$ cat config.mk
export PLATFORM = sky130hd
export DESIGN_NAME = irq_front
export DESIGN_NICKNAME = d
export VERILOG_FILES = /design/src/rtl/irq_pkg.sv /design/src/rtl/irq_rst_sync.sv /design/src/rtl/irq_sync.sv /design/src/rtl/irq_qual.sv /design/src/rtl/irq_prio.sv /design/src/rtl/irq_front.sv
export SDC_FILE = /design/constraint.sdc
export NUM_CORES = 1
export LEC_CHECK = 0
export BUFFER_PORTS_ARGS = -buffer_cell sky130_fd_sc_hd__buf_2
export CORE_UTILIZATION = 47
export CTS_CLUSTER_DIAMETER = 100
export DETAILED_ROUTE_END_ITERATION = 10
export PLACE_DENSITY_LB_ADDON = 0.2
export SLEW_MARGIN = 40
export SYNTH_ARGS = -nofsm -noshare
export SYNTH_HDL_FRONTEND = slang
export SYNTH_SLANG_ARGS = --single-unit
$ cat constraint.sdc
create_clock -name clk -period 1.1 [get_ports clk]
set_input_delay 0.055 -clock clk [delete_from_list [all_inputs] [get_ports clk]]
set_output_delay 0.055 -clock clk [all_outputs]
set_load 0.01 [all_outputs]
$ cat src/rtl/irq_pkg.sv
package irq_pkg;
  localparam int ADDR_W     = 16;
  localparam int N_SRC      = 5;
  localparam int SM_W       = 5;
  localparam int SM_WR_BIT  = 3;
  localparam int SM_CLR_BIT = 4;

  typedef enum logic [2:0] {
    SRC_NONE = 3'd0,
    SRC_TRAP = 3'd1,
    SRC_EDGE = 3'd2,
    SRC_HI   = 3'd3,
    SRC_LO   = 3'd4,
    SRC_GEN  = 3'd5
  } src_e;

  function automatic logic [ADDR_W-1:0] fixed_vec(src_e s);
    case (s)
      SRC_TRAP: fixed_vec = ADDR_W'(16'h0024);
      SRC_EDGE: fixed_vec = ADDR_W'(16'h003C);
      SRC_HI:   fixed_vec = ADDR_W'(16'h0034);
      SRC_LO:   fixed_vec = ADDR_W'(16'h002C);
      default:  fixed_vec = '0;
    endcase
  endfunction
endpackage

$ cat src/rtl/irq_rst_sync.sv
module irq_rst_sync #(
  parameter int STAGES = 2
) (
  input  logic clk,
  input  logic rst_n,
  output logic rst_n_o
);
  logic [STAGES-1:0] chain;

  always_ff @(posedge clk or negedge rst_n) begin
    if (!rst_n) chain <= '0;
    else        chain <= {chain[STAGES-2:0], 1'b1};
  end

  assign rst_n_o = chain[STAGES-1];
endmodule

$ cat src/rtl/irq_sync.sv
module irq_sync #(
  parameter int WIDTH  = 5,
  parameter int STAGES = 2
) (
  input  logic             clk,
  input  logic             rst_n,
  input  logic [WIDTH-1:0] d,
  output logic [WIDTH-1:0] q
);
  logic [WIDTH-1:0] stg [STAGES];

  for (genvar i = 0; i < STAGES; i++) begin : g_stage
    if (i == 0) begin : g_first
      always_ff @(posedge clk or negedge rst_n) begin
        if (!rst_n) stg[i] <= '0;
        else        stg[i] <= d;
      end
    end else begin : g_rest
      always_ff @(posedge clk or negedge rst_n) begin
        if (!rst_n) stg[i] <= '0;
        else        stg[i] <= stg[i-1];
      end
    end
  end

  assign q = stg[STAGES-1];
endmodule

$ cat src/rtl/irq_qual.sv
module irq_qual (
  input  logic clk,
  input  logic rst_n,
  input  logic trap_s,
  input  logic edge_s,
  input  logic clr_trap,
  input  logic clr_edge,
  output logic trap_req,
  output logic edge_req
);
  logic trap_prev, trap_arm, edge_prev, edge_lat;
  logic trap_arm_n, edge_lat_n;

  always_comb begin
    if (!trap_s)                trap_arm_n = 1'b0;
    else if (clr_trap)          trap_arm_n = 1'b0;
    else if (!trap_prev)        trap_arm_n = 1'b1;
    else                        trap_arm_n = trap_arm;

    if (clr_edge)               edge_lat_n = 1'b0;
    else if (edge_s && !edge_prev) edge_lat_n = 1'b1;
    else                        edge_lat_n = edge_lat;
  end

  always_ff @(posedge clk or negedge rst_n) begin
    if (!rst_n) begin
      trap_prev <= 1'b0;
      trap_arm  <= 1'b0;
      edge_prev <= 1'b0;
      edge_lat  <= 1'b0;
    end else begin
      trap_prev <= trap_s;
      trap_arm  <= trap_arm_n;
      edge_prev <= edge_s;
      edge_lat  <= edge_lat_n;
    end
  end

  assign trap_req = trap_arm & trap_s;
  assign edge_req = edge_lat;
endmodule

$ cat src/rtl/irq_prio.sv
module irq_prio
  import irq_pkg::*;
(
  input  logic       trap_req,
  input  logic       edge_req,
  input  logic       hi_req,
  input  logic       lo_req,
  input  logic       gen_req,
  input  logic       ie,
  input  logic [2:0] mask,
  output src_e       win,
  output logic       any
);
  logic [N_SRC-1:0] qual;

  always_comb begin
    qual[0] = trap_req;
    qual[1] = edge_req & ie & ~mask[2];
    qual[2] = hi_req   & ie & ~mask[1];
    qual[3] = lo_req   & ie & ~mask[0];
    qual[4] = gen_req  & ie;
    win = SRC_NONE;
    for (int i = N_SRC - 1; i >= 0; i--) begin
      if (qual[i]) win = src_e'(3'(i + 1));
    end
    any = |qual;
  end
endmodule

$ cat src/rtl/irq_front.sv
module irq_front
  import irq_pkg::*;
#(
  parameter int SYNC_STAGES = 2
) (
  input  logic              clk,
  input  logic              rst_n,
  input  logic              trap_pin,
  input  logic              edge_pin,
  input  logic              lvl_hi_pin,
  input  logic              lvl_lo_pin,
  input  logic              gen_pin,
  input  logic              instr_done,
  input  logic              en_stb,
  input  logic              dis_stb,
  input  logic              setmask_stb,
  input  logic [SM_W-1:0]   setmask_data,
  output logic [7:0]        mask_status,
  output logic              irq_pend,
  input  logic [7:0]        vec_in,
  output logic              gen_ack,
  output logic              svc_valid,
  output logic [ADDR_W-1:0] svc_addr,
  output logic [2:0]        svc_src
);
  logic       rst_i;
  logic [4:0] pins_s;
  logic       trap_req, edge_req, any;
  src_e       win;

  logic       ie, ie_n, arm, arm_n, busy, busy_n;
  logic [2:0] mask, mask_n;
  logic       valid_q, valid_n;
  logic [ADDR_W-1:0] addr_q, addr_n;
  src_e       src_q, src_n;
  logic       take, clr_edge, clr_trap;

  irq_rst_sync #(.STAGES(2)) u_rst (
    .clk(clk), .rst_n(rst_n), .rst_n_o(rst_i)
  );

  irq_sync #(.WIDTH(5), .STAGES(SYNC_STAGES)) u_sync (
    .clk(clk), .rst_n(rst_i),
    .d({gen_pin, lvl_lo_pin, lvl_hi_pin, edge_pin, trap_pin}),
    .q(pins_s)
  );

  irq_qual u_qual (
    .clk(clk), .rst_n(rst_i),
    .trap_s(pins_s[0]), .edge_s(pins_s[1]),
    .clr_trap(clr_trap), .clr_edge(clr_edge),
    .trap_req(trap_req), .edge_req(edge_req)
  );

  irq_prio u_prio (
    .trap_req(trap_req), .edge_req(edge_req),
    .hi_req(pins_s[2]), .lo_req(pins_s[3]), .gen_req(pins_s[4]),
    .ie(ie), .mask(mask), .win(win), .any(any)
  );

  always_comb begin
    take     = instr_done & any & ~busy;
    clr_trap = take && (win == SRC_TRAP);
    clr_edge = (setmask_stb && setmask_data[SM_CLR_BIT]) ||
               (take && (win == SRC_EDGE));

    ie_n  = ie;
    arm_n = arm;
    if (instr_done && arm) begin
      ie_n  = 1'b1;
      arm_n = 1'b0;
    end
    if (en_stb) arm_n = 1'b1;
    if (dis_stb || take) begin
      ie_n  = 1'b0;
      arm_n = 1'b0;
    end

    mask_n = mask;
    if (setmask_stb && setmask_data[SM_WR_BIT]) mask_n = setmask_data[2:0];

    valid_n = 1'b0;
    busy_n  = 1'b0;
    addr_n  = addr_q;
    src_n   = src_q;
    if (busy) begin
      valid_n = 1'b1;
      addr_n  = {{(ADDR_W-8){1'b0}}, vec_in & 8'h38};
      src_n   = SRC_GEN;
    end else if (take) begin
      if (win == SRC_GEN) begin
        busy_n = 1'b1;
      end else begin
        valid_n = 1'b1;
        addr_n  = fixed_vec(win);
        src_n   = win;
      end
    end
  end

  always_ff @(posedge clk or negedge rst_i) begin
    if (!rst_i) begin
      ie      <= 1'b0;
      arm     <= 1'b0;
      mask    <= 3'b111;
      busy    <= 1'b0;
      valid_q <= 1'b0;
      addr_q  <= '0;
      src_q   <= SRC_NONE;
    end else begin
      ie      <= ie_n;
      arm     <= arm_n;
      mask    <= mask_n;
      busy    <= busy_n;
      valid_q <= valid_n;
      if (valid_n) begin
        addr_q <= addr_n;
        src_q  <= src_n;
      end
    end
  end

  assign mask_status = {1'b0, edge_req, pins_s[2], pins_s[3], ie, mask};
  assign irq_pend    = any & ~busy;
  assign gen_ack     = busy;
  assign svc_valid   = valid_q;
  assign svc_addr    = addr_q;
  assign svc_src     = src_q;
endmodule

==> run metrics <==
Crit Path Max Fanout 4; DRC 0; TritonRoute pass-1 iters 4; Core Area 2570 sq um; Ports 54; Slowest Stage Delay on Critical Path 570 ps; post-synthesis cell type count 37; Antenna Cells 0; Hold Path Class in -> async; CTS tree done; Period Utilization, post-route 130%; R2R Setup Slk -330 ps; total track usage 20.1%; Post-Syn Instances 110; Max Slew Vio Count 0; Fmax 698 MHz; initial antenna violation count 0; r2r worst-path depth 4; Synth area leaders dfrtp_1, buf_4, dfstp_2; TritonCTS Buffers 5; CP cell instances nor2b_4, o21ai_2, a31oi_1, buf_2; Initial Utilization 51.5%; WL/cell 12.4 um; remaining global-route overflow 0; root buf cell clkbuf_4; WL final 2650 um; Pleak 0.959 nW; area leader, netlist dfrtp_1; Synth top area share 51.1%; outcome finished, violations left; flops & latches, synth 30; crit-path leading delay family flip-flops; slack of the critical path -332 ps; Final setup viols 17; fin crit period 1430 ps; sequential area share after synthesis 57.1%; Filler Cell Count 160; Initial DRC Count 8; RePlAce Congestion 0.864; Final Hold Viols 0; share of layout cells above drive strength 1 48.9%; DIE HEIGHT 55.0 um; pin count of the biggest net entering global routing 29; worst slack at placement -229 ps; via count 1026; failing checks setup timing; Die Wd 55.0 um; Mapped Area 1320 sq um; CTS clk-pin slew, worst paths 90 ps; DRT antenna net count 0; register area 756 sq um; Buf+Inv Stages, Crit Path 1; Final nets 207; # Max-Cap Violations 0; Die ar. 3030 sq um; number of global-route vias before repair 968; multi-input logic area 504 sq um; Worst setup EP type primary output; CP arrival 1380 ps; buffers added on ports 35; worst endpoint required time 1040 ps; startpoint types flop; Final Skew 6.37 ps; CP Depth 4; leading cell types in the layout, fill and taps excluded buf_2, dfrtp_1, dlygate4sd3_1; most common cell after layout, fill and taps aside buf_2; first-pass GRT wire length 4060 um; Site Rows 18; pwr/cell area 1400 nW/um^2; RSZ-0062 raised after global routing yes; Vias/cell 4.79; Worst-Skew Late Latency 330 ps; clk sink count 30; Avg Cell Area, Syn 12.0 sq um; Post-DP HPWL 1670 um; worst hold slack 21.6 ps; yosys warns 0; Bufs on Longest Clock Path 2; kind of critical path reg -> out; VDD IR max 1330 uV; area grow syn2layout 47.4%; H-tree levels 2; Crit-path slowest cell dfstp_2
cell usage after synthesis (all sizes together):
master	instances
a211oi	3
a21boi	1
a21o	1
a21oi	5
a221oi	1
a2bb2oi	1
a31oi	4
and2	1
and3	3
buf	18
clkbuf	1
conb	2
dfrtp	27
dfstp	3
inv	5
mux2	3
nand2	4
nand2b	2
nand3	1
nor2	5
nor2b	4
nor3b	1
nor4	1
o21a	2
o21ai	5
o21bai	2
o311ai	1
o41ai	1
or2	1
or2b	1
registers in the layout, summed over array words and instances, names as in the netlist, 2 cells and up:
| register | count |
|---|---|
| svc_src | 3 |
| svc_addr | 4 |
| mask | 3 |
| u_rst.chain | 2 |
| u_sync.stg | 5 |
| u_sync.q | 5 |
logic make-up after synthesis:
| kind of cell | synth area share, % |
|---|---|
| flops | 57.1 |
| compound gates | 15.2 |
| simple gates | 12.8 |
| buf+inv | 11.7 |
| mux | 2.56 |
| other cells | 0.568 |
cell type report:
cell class	count	area share, %
Timing Repair Buffer	73	29.4
Clock buffer	7	2.83
Sequential cell	30	38.8
Tap cell	30	1.93
Clock inverter	1	0.257
Multi-Input combinational cell	68	25.9
Inverter	5	0.963
final timing paths:
| path | start | end |
|---|---|---|
| worst max-delay path | mask[1]$_DFFE_PN1P_ | irq_pend |
| worst min-delay path | rst_n | u_rst.chain[0]$_DFF_PN0_ |
| worst max register to register | mask[2]$_DFFE_PN1P_ | svc_addr[4]$_DFFE_PN0P_ |
| worst min register to register | u_rst.chain[1]$_DFF_PN0_ | u_sync.q[0]$_DFF_PN0_ |
| max in group asynchronous | u_rst.chain[1]$_DFF_PN0_ | mask[1]$_DFFE_PN1P_ |
| min in group clk | en_stb | arm$_DFFE_PN0P_ |
per-layer routing:
metal | up-vias | routed length (um) | global-route usage, %
met3 | 5 | 155 | 8.47
met2 | 42 | 1330 | 34.3
li1 | 492 | - | -
met1 | 487 | 1120 | 21.0
met5 | - | 0 | 0
met4 | 0 | 46 | 10.0
where the power goes:
| part | leakage, nW | internal, W | switching [W] |
|---|---|---|---|
| Clock | 0.0353 | 0.000309 | 0.000358 |
| Sequential | 0.350 | 0.00124 | 0.0000839 |
| Combinational | 0.574 | 0.000412 | 0.000323 |
| Total | 0.959 | 0.00196 | 0.000764 |
metrics by stage:
| stage | instances | utilization, % | setup TNS [ps] | total power (W) | area (sq um) |
|---|---|---|---|---|---|
| floorplan | 122 | - | -1100 | 0.00169 | 1370 |
| global placement | 181 | 60.2 | -1200 | 0.00187 | 1550 |
| detailed placement | 181 | 60.2 | -1580 | 0.00189 | 1550 |
| CTS | 210 | 73.6 | -2860 | 0.00271 | 1890 |
| global route | 214 | 75.9 | -4110 | 0.00290 | 1950 |
| finish | 214 | 75.9 | -3190 | 0.00272 | 1950 |
timing repair:
| item | 4_1_cts | 5_1_grt |
|---|---|---|
| pin swaps | 5 | 9 |
| hold buffers | 15 | 0 |
| buffers inserted | 6 | 6 |
| gates resized for setup | 17 | 7 |
| setup endpoints to repair | 18 | 19 |
| endpoints found under the hold margin | 16 | 0 |
No activity file was read; power rests on OpenSTA's default activity.
